===== src/rtl/mdio_pkg.sv =====
package mdio_pkg;
  localparam int DIV_W      = 6;
  localparam int CFG_W      = DIV_W + 1;
  localparam int ADDR_W     = 5;
  localparam int DATA_W     = 16;
  localparam int PRE_LEN    = 32;
  localparam int FRAME_BITS = PRE_LEN + 4 + 2 * ADDR_W + 2 + DATA_W;
  localparam int TA_POS     = PRE_LEN + 4 + 2 * ADDR_W;
  localparam int DATA_POS   = TA_POS + 2;
  localparam int IDX_W      = $clog2(FRAME_BITS);

  typedef struct packed {
    logic store;   // latch control word (idle only)
    logic load;    // frame launch
    logic badOp;   // refused opcode
    logic shift;   // advance output frame at MDC fall
    logic sample;  // capture MDIO at MDC rise
    logic commit;  // move captured read data out
  } mdioStrobeT;
endpackage


===== src/rtl/mdio_seq_ctrl.sv =====
module mdio_seq_ctrl
  import mdio_pkg::*;
(
  input  logic             clk,
  input  logic             rstN,
  input  logic             ctlWrEn,
  input  logic             initBit,
  input  logic [1:0]       opBits,
  input  logic             ifEnable,
  input  logic [DIV_W-1:0] divisor,
  output mdioStrobeT       stb,
  output logic             busy,
  output logic             mdc,
  output logic             busRelease
);
  localparam logic [IDX_W-1:0] LAST_IDX = IDX_W'(FRAME_BITS - 1);
  localparam logic [IDX_W-1:0] TA_IDX   = IDX_W'(TA_POS);
  localparam logic [IDX_W-1:0] DATA_IDX = IDX_W'(DATA_POS);

  logic [DIV_W-1:0] divLat;
  logic [DIV_W-1:0] divCnt;
  logic [IDX_W-1:0] bitIdx;
  logic             rdOp;
  logic             opValid;
  logic             launch;
  logic             tick;
  logic             lastBit;

  always_comb begin
    opValid    = (opBits == 2'b01) || (opBits == 2'b10);
    launch     = !busy && ctlWrEn && initBit && ifEnable && opValid;
    tick       = busy && (divCnt == divLat);
    lastBit    = (bitIdx == LAST_IDX);
    stb.store  = !busy && ctlWrEn;
    stb.load   = launch;
    stb.badOp  = !busy && ctlWrEn && initBit && !opValid;
    stb.shift  = tick && mdc && !lastBit;
    stb.sample = tick && !mdc && rdOp && (bitIdx >= DATA_IDX);
    stb.commit = tick && mdc && lastBit && rdOp;
    busRelease = busy && rdOp && (bitIdx >= TA_IDX);
  end

  always_ff @(posedge clk) begin
    if (!rstN) begin
      busy   <= 1'b0;
      mdc    <= 1'b0;
      divLat <= '0;
      divCnt <= '0;
      bitIdx <= '0;
      rdOp   <= 1'b0;
    end else if (launch) begin
      busy   <= 1'b1;
      mdc    <= 1'b0;
      divLat <= divisor;
      divCnt <= '0;
      bitIdx <= '0;
      rdOp   <= opBits[1];
    end else if (busy) begin
      if (tick) begin
        divCnt <= '0;
        mdc    <= !mdc;
        if (mdc) begin
          if (lastBit) busy <= 1'b0;
          else         bitIdx <= bitIdx + 1'b1;
        end
      end else begin
        divCnt <= divCnt + 1'b1;
      end
    end
  end
endmodule


===== src/rtl/mdio_shift_dp.sv =====
module mdio_shift_dp
  import mdio_pkg::*;
(
  input  logic              clk,
  input  logic              rstN,
  input  mdioStrobeT        stb,
  input  logic              busy,
  input  logic              cfgWrEn,
  input  logic [CFG_W-1:0]  cfgWrData,
  input  logic [31:0]       ctlWrData,
  input  logic              wdWrEn,
  input  logic [DATA_W-1:0] wdWrData,
  input  logic              mdioIn,
  output logic [CFG_W-1:0]  cfgQ,
  output logic [31:0]       ctlQ,
  output logic [DATA_W-1:0] rdData,
  output logic              opErr,
  output logic              cfgErr,
  output logic              ifEnable,
  output logic [DIV_W-1:0]  divisor,
  output logic              mdioOut
);
  logic [CFG_W-1:0]      cfgReg;
  logic [31:0]           ctlReg;
  logic [DATA_W-1:0]     wdReg;
  logic [DATA_W-1:0]     rxSh;
  logic [FRAME_BITS-1:0] frameSh;
  logic                  isRd;

  assign isRd     = ctlWrData[15];
  assign ifEnable = cfgReg[DIV_W];
  assign divisor  = cfgReg[DIV_W-1:0];
  assign cfgErr   = ifEnable && (divisor == '0);
  assign cfgQ     = cfgReg;
  assign ctlQ     = {ctlReg[31:8], !busy, ctlReg[6:0]};
  assign mdioOut  = frameSh[FRAME_BITS-1];

  always_ff @(posedge clk) begin
    if (!rstN) begin
      cfgReg  <= '0;
      ctlReg  <= '0;
      wdReg   <= '0;
      rxSh    <= '0;
      rdData  <= '0;
      frameSh <= '0;
      opErr   <= 1'b0;
    end else begin
      if (cfgWrEn) cfgReg <= cfgWrData;
      if (wdWrEn)  wdReg  <= wdWrData;
      if (stb.store) ctlReg <= ctlWrData;
      if (stb.badOp) opErr <= 1'b1;
      else if (stb.load) opErr <= 1'b0;
      if (stb.load) begin
        frameSh <= {{PRE_LEN{1'b1}}, 2'b01, ctlWrData[15:14],
                    ctlWrData[28:24], ctlWrData[20:16],
                    isRd ? 2'b00 : 2'b10,
                    isRd ? {DATA_W{1'b0}} : wdReg};
      end else if (stb.shift) begin
        frameSh <= {frameSh[FRAME_BITS-2:0], 1'b1};
      end
      if (stb.sample) rxSh <= {rxSh[DATA_W-2:0], mdioIn};
      if (stb.commit) rdData <= rxSh;
    end
  end
endmodule


===== src/rtl/mdio_master.sv =====
module mdio_master
  import mdio_pkg::*;
(
  input  logic              clk,
  input  logic              rstN,
  input  logic              cfgWrEn,
  input  logic [CFG_W-1:0]  cfgWrData,
  input  logic              ctlWrEn,
  input  logic [31:0]       ctlWrData,
  input  logic              wdWrEn,
  input  logic [DATA_W-1:0] wdWrData,
  input  logic              mdioIn,
  output logic [CFG_W-1:0]  cfgQ,
  output logic [31:0]       ctlQ,
  output logic [DATA_W-1:0] rdData,
  output logic              opErr,
  output logic              cfgErr,
  output logic              mdc,
  output logic              mdioOut,
  output logic              mdioOe
);
  mdioStrobeT       stb;
  logic             busy;
  logic             busRelease;
  logic             ifEnable;
  logic [DIV_W-1:0] divisor;

  mdio_seq_ctrl u_ctrl (
    .clk        (clk),
    .rstN       (rstN),
    .ctlWrEn    (ctlWrEn),
    .initBit    (ctlWrData[11]),
    .opBits     (ctlWrData[15:14]),
    .ifEnable   (ifEnable),
    .divisor    (divisor),
    .stb        (stb),
    .busy       (busy),
    .mdc        (mdc),
    .busRelease (busRelease)
  );

  mdio_shift_dp u_dp (
    .clk       (clk),
    .rstN      (rstN),
    .stb       (stb),
    .busy      (busy),
    .cfgWrEn   (cfgWrEn),
    .cfgWrData (cfgWrData),
    .ctlWrData (ctlWrData),
    .wdWrEn    (wdWrEn),
    .wdWrData  (wdWrData),
    .mdioIn    (mdioIn),
    .cfgQ      (cfgQ),
    .ctlQ      (ctlQ),
    .rdData    (rdData),
    .opErr     (opErr),
    .cfgErr    (cfgErr),
    .ifEnable  (ifEnable),
    .divisor   (divisor),
    .mdioOut   (mdioOut)
  );

  assign mdioOe = busy && !busRelease;
endmodule


===== config.mk =====
export PLATFORM = sky130hd
export DESIGN_NAME = mdio_master
export DESIGN_NICKNAME = d
export VERILOG_FILES = /design/src/rtl/mdio_pkg.sv /design/src/rtl/mdio_seq_ctrl.sv /design/src/rtl/mdio_shift_dp.sv /design/src/rtl/mdio_master.sv
export SDC_FILE = /design/constraint.sdc
export NUM_CORES = 1
export LEC_CHECK = 0
export BUFFER_PORTS_ARGS = -buffer_cell sky130_fd_sc_hd__buf_2
export CORE_UTILIZATION = 54
export DETAILED_ROUTE_END_ITERATION = 7
export PLACE_DENSITY_LB_ADDON = 0.05
export SLEW_MARGIN = 0
export SYNTH_ARGS = -nofsm -noshare
export SYNTH_HDL_FRONTEND = slang
export SYNTH_SLANG_ARGS = --single-unit

===== constraint.sdc =====
create_clock -name clk -period 2.5 [get_ports clk]
set_input_delay 0.5 -clock clk [delete_from_list [all_inputs] [get_ports clk]]
set_output_delay 0.5 -clock clk [all_outputs]
set_load 0.01 [all_outputs]

After elaboration in Yosys (flattened, before gate mapping)
Index checks and enable logic that the tools add are counted.
{"block": "word_totals", "register_bits": 173, "latchBits": 0, "mem_bits_rw": 0, "romBits": 0, "inputBits": 61, "output_inout_bits": 60, "wordCells": 65, "mem_count": 0}
{"block": "classes", "addsub": 2, "n_mul": 0, "div_mod_pow": 0, "order_cmp": 2, "eq_ne": 4, "shift": 0, "mux": 12, "n_bitwise": 2, "n_reduce_logical": 29}
{"cell": "64-bit 2-to-1 mux", "count": 2}
{"cell": "1-bit logical AND", "count": 17}
{"cell": "16-bit 2-to-1 mux", "count": 1}
{"cell": "6-bit by 1-bit adder with 6-bit output (second input constant)", "count": 2}
{"cell": "6-bit greater-or-equal comparator (second input constant)", "count": 2}
{"cell": "1-bit 2-to-1 mux", "count": 7}
{"cell": "6-bit equality test", "count": 1}
{"cell": "6-bit equality test (second input constant)", "count": 1}
{"cell": "6-bit logical NOT", "count": 1}
{"cell": "6-bit 2-to-1 mux", "count": 1}
{"cell": "1-bit logical NOT", "count": 5}
{"cell": "4-bit AND reduction", "count": 1}
{"cell": "2-bit nonzero test", "count": 2}
{"cell": "2-bit by 1-bit equality test with 1-bit output (second input constant)", "count": 1}
{"cell": "2-bit equality test (second input constant)", "count": 1}
{"cell": "2-bit 2-to-1 mux", "count": 1}
{"cell": "1-bit NOT", "count": 2}
{"cell": "2-bit AND reduction", "count": 1}
{"cell": "2-bit OR reduction", "count": 1}
{"cell": "1-bit logical OR", "count": 1}

Depth between registers and ports, before layout
{"block": "logic_depth", "word_depth": 7, "depth_mapped": 9, "depth_no_buf": 6}

Modules after synthesis
A second synthesis with hierarchy kept.
{"block": "hier_totals", "hier_cells": 681, "area_unflattened_um2": 7193.1}
{"mod": "mdio_shift_dp", "n_inst": 1, "cells_each": 555, "area_per_inst_um2": 6155.9, "seq_area_each_um2": 3022.9}
{"mod": "mdio_seq_ctrl", "n_inst": 1, "cells_each": 125, "area_per_inst_um2": 1023.5, "seq_area_each_um2": 420.4}
{"mod": "mdio_master", "n_inst": 1, "cells_each": 1, "area_per_inst_um2": 13.8, "seq_area_each_um2": 0.0}

Least setup slack after synthesis
No wires, ideal clock.
{"block": "synth_path", "path_kind": "reg-to-reg", "startpoint": "register u_ctrl.bitIdx[0]", "endpoint": "register u_ctrl.bitIdx[5]", "setup_time_ns": 0.072, "arrival_time_ns": 1.943, "required_time_ns": 2.428, "setup_slack_ns": 0.485, "stages_incl_launch_ff": 8, "path_buffers": 1, "period_less_slack_ns": 2.015, "cell_sequence": "dfxtp_1 -> ha_1 -> nand3_1 -> nor2_1 -> or4b_1 -> buf_2 -> or4_1 -> a21oi_1"}
{"block": "synth_between", "elab_chain_len": 3, "elab_cells_between_ends": 4, "classes_between": "add/sub (1); eq/ne (1); bitwise (1); reduce/logical (1)"}
{"item": "start, declared", "line_no": "mdio_seq_ctrl.sv:22", "text": "logic [IDX_W-1:0] bitIdx;"}
{"item": "start signal, assigned", "line_no": "mdio_seq_ctrl.sv:64", "text": "else bitIdx <= bitIdx + 1'b1;"}
{"item": "parallel branches: the longest is 3 deep, another holds 6-bit by 1-bit adder with 6-bit output"}
Several ways; the timed one is not identified.
A chain may end at the register's enable or synchronous reset.

Final worst setup path
Same ends and word-level chain as after synthesis.

==> results.toml <==
[die]
dieHeight_um = 111
rows = 39
start_util_pct = 55.7
io_pins = 121
core-area_sq_um = 11500
dieArea_sq_um = 12300
die_w_um = 111

[logic_synthesis]
yosys-mux-area-fraction_pct = 8.58
netlist_area_sq_um = 6410
synth.avg_cell_area_sq_um = 8.74
ys_ff_latch = 172
synth_area_leaders = "dfxtp_1 (54%), mux2i_1 (8.6%), nand2_1 (7.8%)"
yosys.area.top_type = "dfxtp_1"
synth_fp_nets = 797
synthXorXnorAreaFrac_pct = 1.78
synth_edf_count = 0
synth_fa_ha_area_share_pct = 0.390
synthCells = 734
synth_top_area_share_pct = 53.7
synth-compound-area-share_pct = 9.73
synth_ff_type = "dfxtp_1"
ys_warn_count = 0
synth-seq-area-share_pct = 53.7
async_flop_share_pct = 0
synth-simple-area-share_pct = 21.8
synth_top_family_by_area = "simple AND/OR/NAND/NOR gates"
synth.distinct_cells = 38

[power_and_ir_drop]
p_leak_nw = 3.27
p_comb_share_pct = 5.3
power_mw = 5.77
p_per_area_nw_per_um2 = 749
netSwitchingPower_mw = 1.21
seq_power_share_pct = 49.4
peakVddDrop_mv = 0.618
p_int_mw = 4.55
power_frac_clock_pct = 45.3
p_sw_share_pct = 21.0

[sta]
slew_headroom_pct = 44.7
max_freq_ghz = 0.433
grt_setup_unrepaired = "false"
finalCritPeriodShare_pct = 92.5
finalSetupViolCount = 0
setup_ws_ps = 188
slew_viol_final = 0
worst_slew_pin_slew_ps = 829
fin_tns_setup_ps = 0
fin_crit_ps = 2310
hold_violations = 0
timing.hold.ws_ps = 308
skew_ps = 4.24

[run]
drv_cap = 0

[layout]
n_antenna_cell = 0
syn_to_final_growth_pct = 20.0
n_fill_cell = 948
layout.nets = 890
layout-drive-gt1-share_pct = 20.0
final_common_cell = "dfxtp_1"
final_area_sq_um = 7690
layout_common_cells = "dfxtp_1 (172), nand2_1 (133), buf_2 (119)"

[route]
dr_total_vias = 5260
wl_um = 13000
viasPerCell = 5.35
drt_iter0_drc = 273
dr.pass1.iters = 6
ant_nets = 0
wire_per_inst_um = 13.2
drc = 22

[min_path]
hold_class = "input port to register"
hold_depth = 3

[clock_network]
numCtsBuffers = 17
cts_root_buffer = "clkbuf_16"
clockBufferDepth = 2
cts_tree = "yes"
htreeDepth = 4
cts_sinks = 172
clk_latency_ps = 420
clk_pin_slew_worst_paths_ps = 60
hold_buffers = 0

[worst_setup_path]
required_ps = 2850
r2r.worst_path.cells = 6
cp.arrival_ps = 2660
cp_max_fo = 8
cp-start-kind = "register"
crit_path_end_kind = "register"
worstSetupPathType = "register to register"

[global_route]
grt_use_met3_pct = 5.52
grt_use_total_pct = 22.4
grt_first_pass_wirelength_um = 22500
grt_max_degree = 78
antenna_found_initial = 0
grtUsageMet1_pct = 26.3
grt_pass1_vias = 5068
grtUsageMet2_pct = 37.9
grt_overflow = 0
top_usage_layer = "met2"

[placement]
pre_cts_ws_ps = 146
port_buffers = 119
postPlaceCellArea_sq_um = 7100
dp_hpwl_um = 8310
place.gp.congestion = 0.754

[outcome]
status = "finished with violations"
violations = "design-rule violations"
worst max-delay path, cell delays in order (launching register included):
cell,delay [ps]
dfxtp_1,340
ha_1,230
nand3_1,120
nor2_1,100
or4b_2,750
or4_1,540
a21oi_1,160
cell families after synthesis:
logic type,Yosys count
xor+xnor,13
simple gates,319
compound gates,109
mux,55
fa+ha+maj,2
flops,172
buf+inv,64
cell usage after synthesis, types with 2 or more instances:
library cell,number
dfxtp_1,172
nand2_1,133
a21oi_1,72
nor2_1,68
nor3_1,66
mux2i_1,55
clkbuf_1,40
nand3_1,33
a22oi_1,21
xnor2_1,10
buf_2,9
buf_1,7
a31oi_1,6
inv_1,5
or3_1,5
o21ai_0,4
nand4_1,3
xor2_1,3
buf_4,2
ha_1,2
layer usage:
| layer | vias up | routed length [um] |
|---|---|---|
| met2 | 117 | 6230 |
| met5 | - | 0 |
| met3 | 29 | 525 |
| met1 | 2432 | 5910 |
| li1 | 2682 | - |
| met4 | 0 | 336 |
per-stage QoR:
stage	util [%]	cells
after floorplan	-	734
after global placement	61.7	951
after detailed placement	61.7	951
after CTS	66.8	983
after global routing	66.8	983
final	66.8	983
worst paths after layout:
| check | slack [ps] | from | to |
|---|---|---|---|
| setup / recovery | 190 | u_ctrl.bitIdx[0]$_SDFFE_PP0P_ | u_ctrl.bitIdx[5]$_SDFFE_PP0P_ |
| hold / removal | 310 | ctlWrData[5] | u_dp.ctlReg[5]$_SDFFE_PN0N_ |
| setup reg to reg | 190 | u_ctrl.bitIdx[0]$_SDFFE_PP0P_ | u_ctrl.bitIdx[5]$_SDFFE_PP0P_ |
| hold reg to reg | 450 | u_dp.ctlReg[25]$_SDFFE_PN0N_ | u_dp.ctlReg[25]$_SDFFE_PN0N_ |
flip-flops by register name, indices dropped and copies added, names as in the netlist:
| signal | cells |
|---|---|
| u_ctrl.divCnt | 6 |
| u_ctrl.divLat | 6 |
| u_dp.frameSh | 64 |
| u_ctrl.bitIdx | 6 |
| u_dp.rdData | 16 |
| u_ctrl.busy | 1 |
| u_ctrl.rdOp | 1 |
| u_ctrl.mdc | 1 |
| u_dp.opErr | 1 |
| u_dp.cfgQ | 7 |
| u_dp.wdReg | 16 |
| u_dp.ctlReg | 31 |
| u_dp.rxSh | 16 |
repair_timing:
action                     4_1_cts  5_1_grt
setup endpoints to repair        0        1
setup buffers                    0        0
resized for setup                0        1
hold endpoints to repair         0        0
cell type report:
cell class                 instances  area [sq um]  share of cell area, %
inverter                           6          23.8                  0.309
sequential                       172          3440                   44.7
multi-input combinational        498          2730                   35.4
clock inverter                     8           115                   1.50
tap                              143           179                   2.33
clock buffer                      24           472                   6.13
timing repair buffer             132           734                   9.54
power by group through the flow:
stage                     Clock, mW  Combinational, mW  Sequential (mW)
after global routing           2.78              0.341             2.85
final                          2.61              0.304             2.85
after global placement            0              0.299             2.90
after detailed placement          0              0.306             2.91
after CTS                      2.66              0.308             2.85
after floorplan                   0              0.163             2.92
No activity file was read; power rests on OpenSTA's default activity.
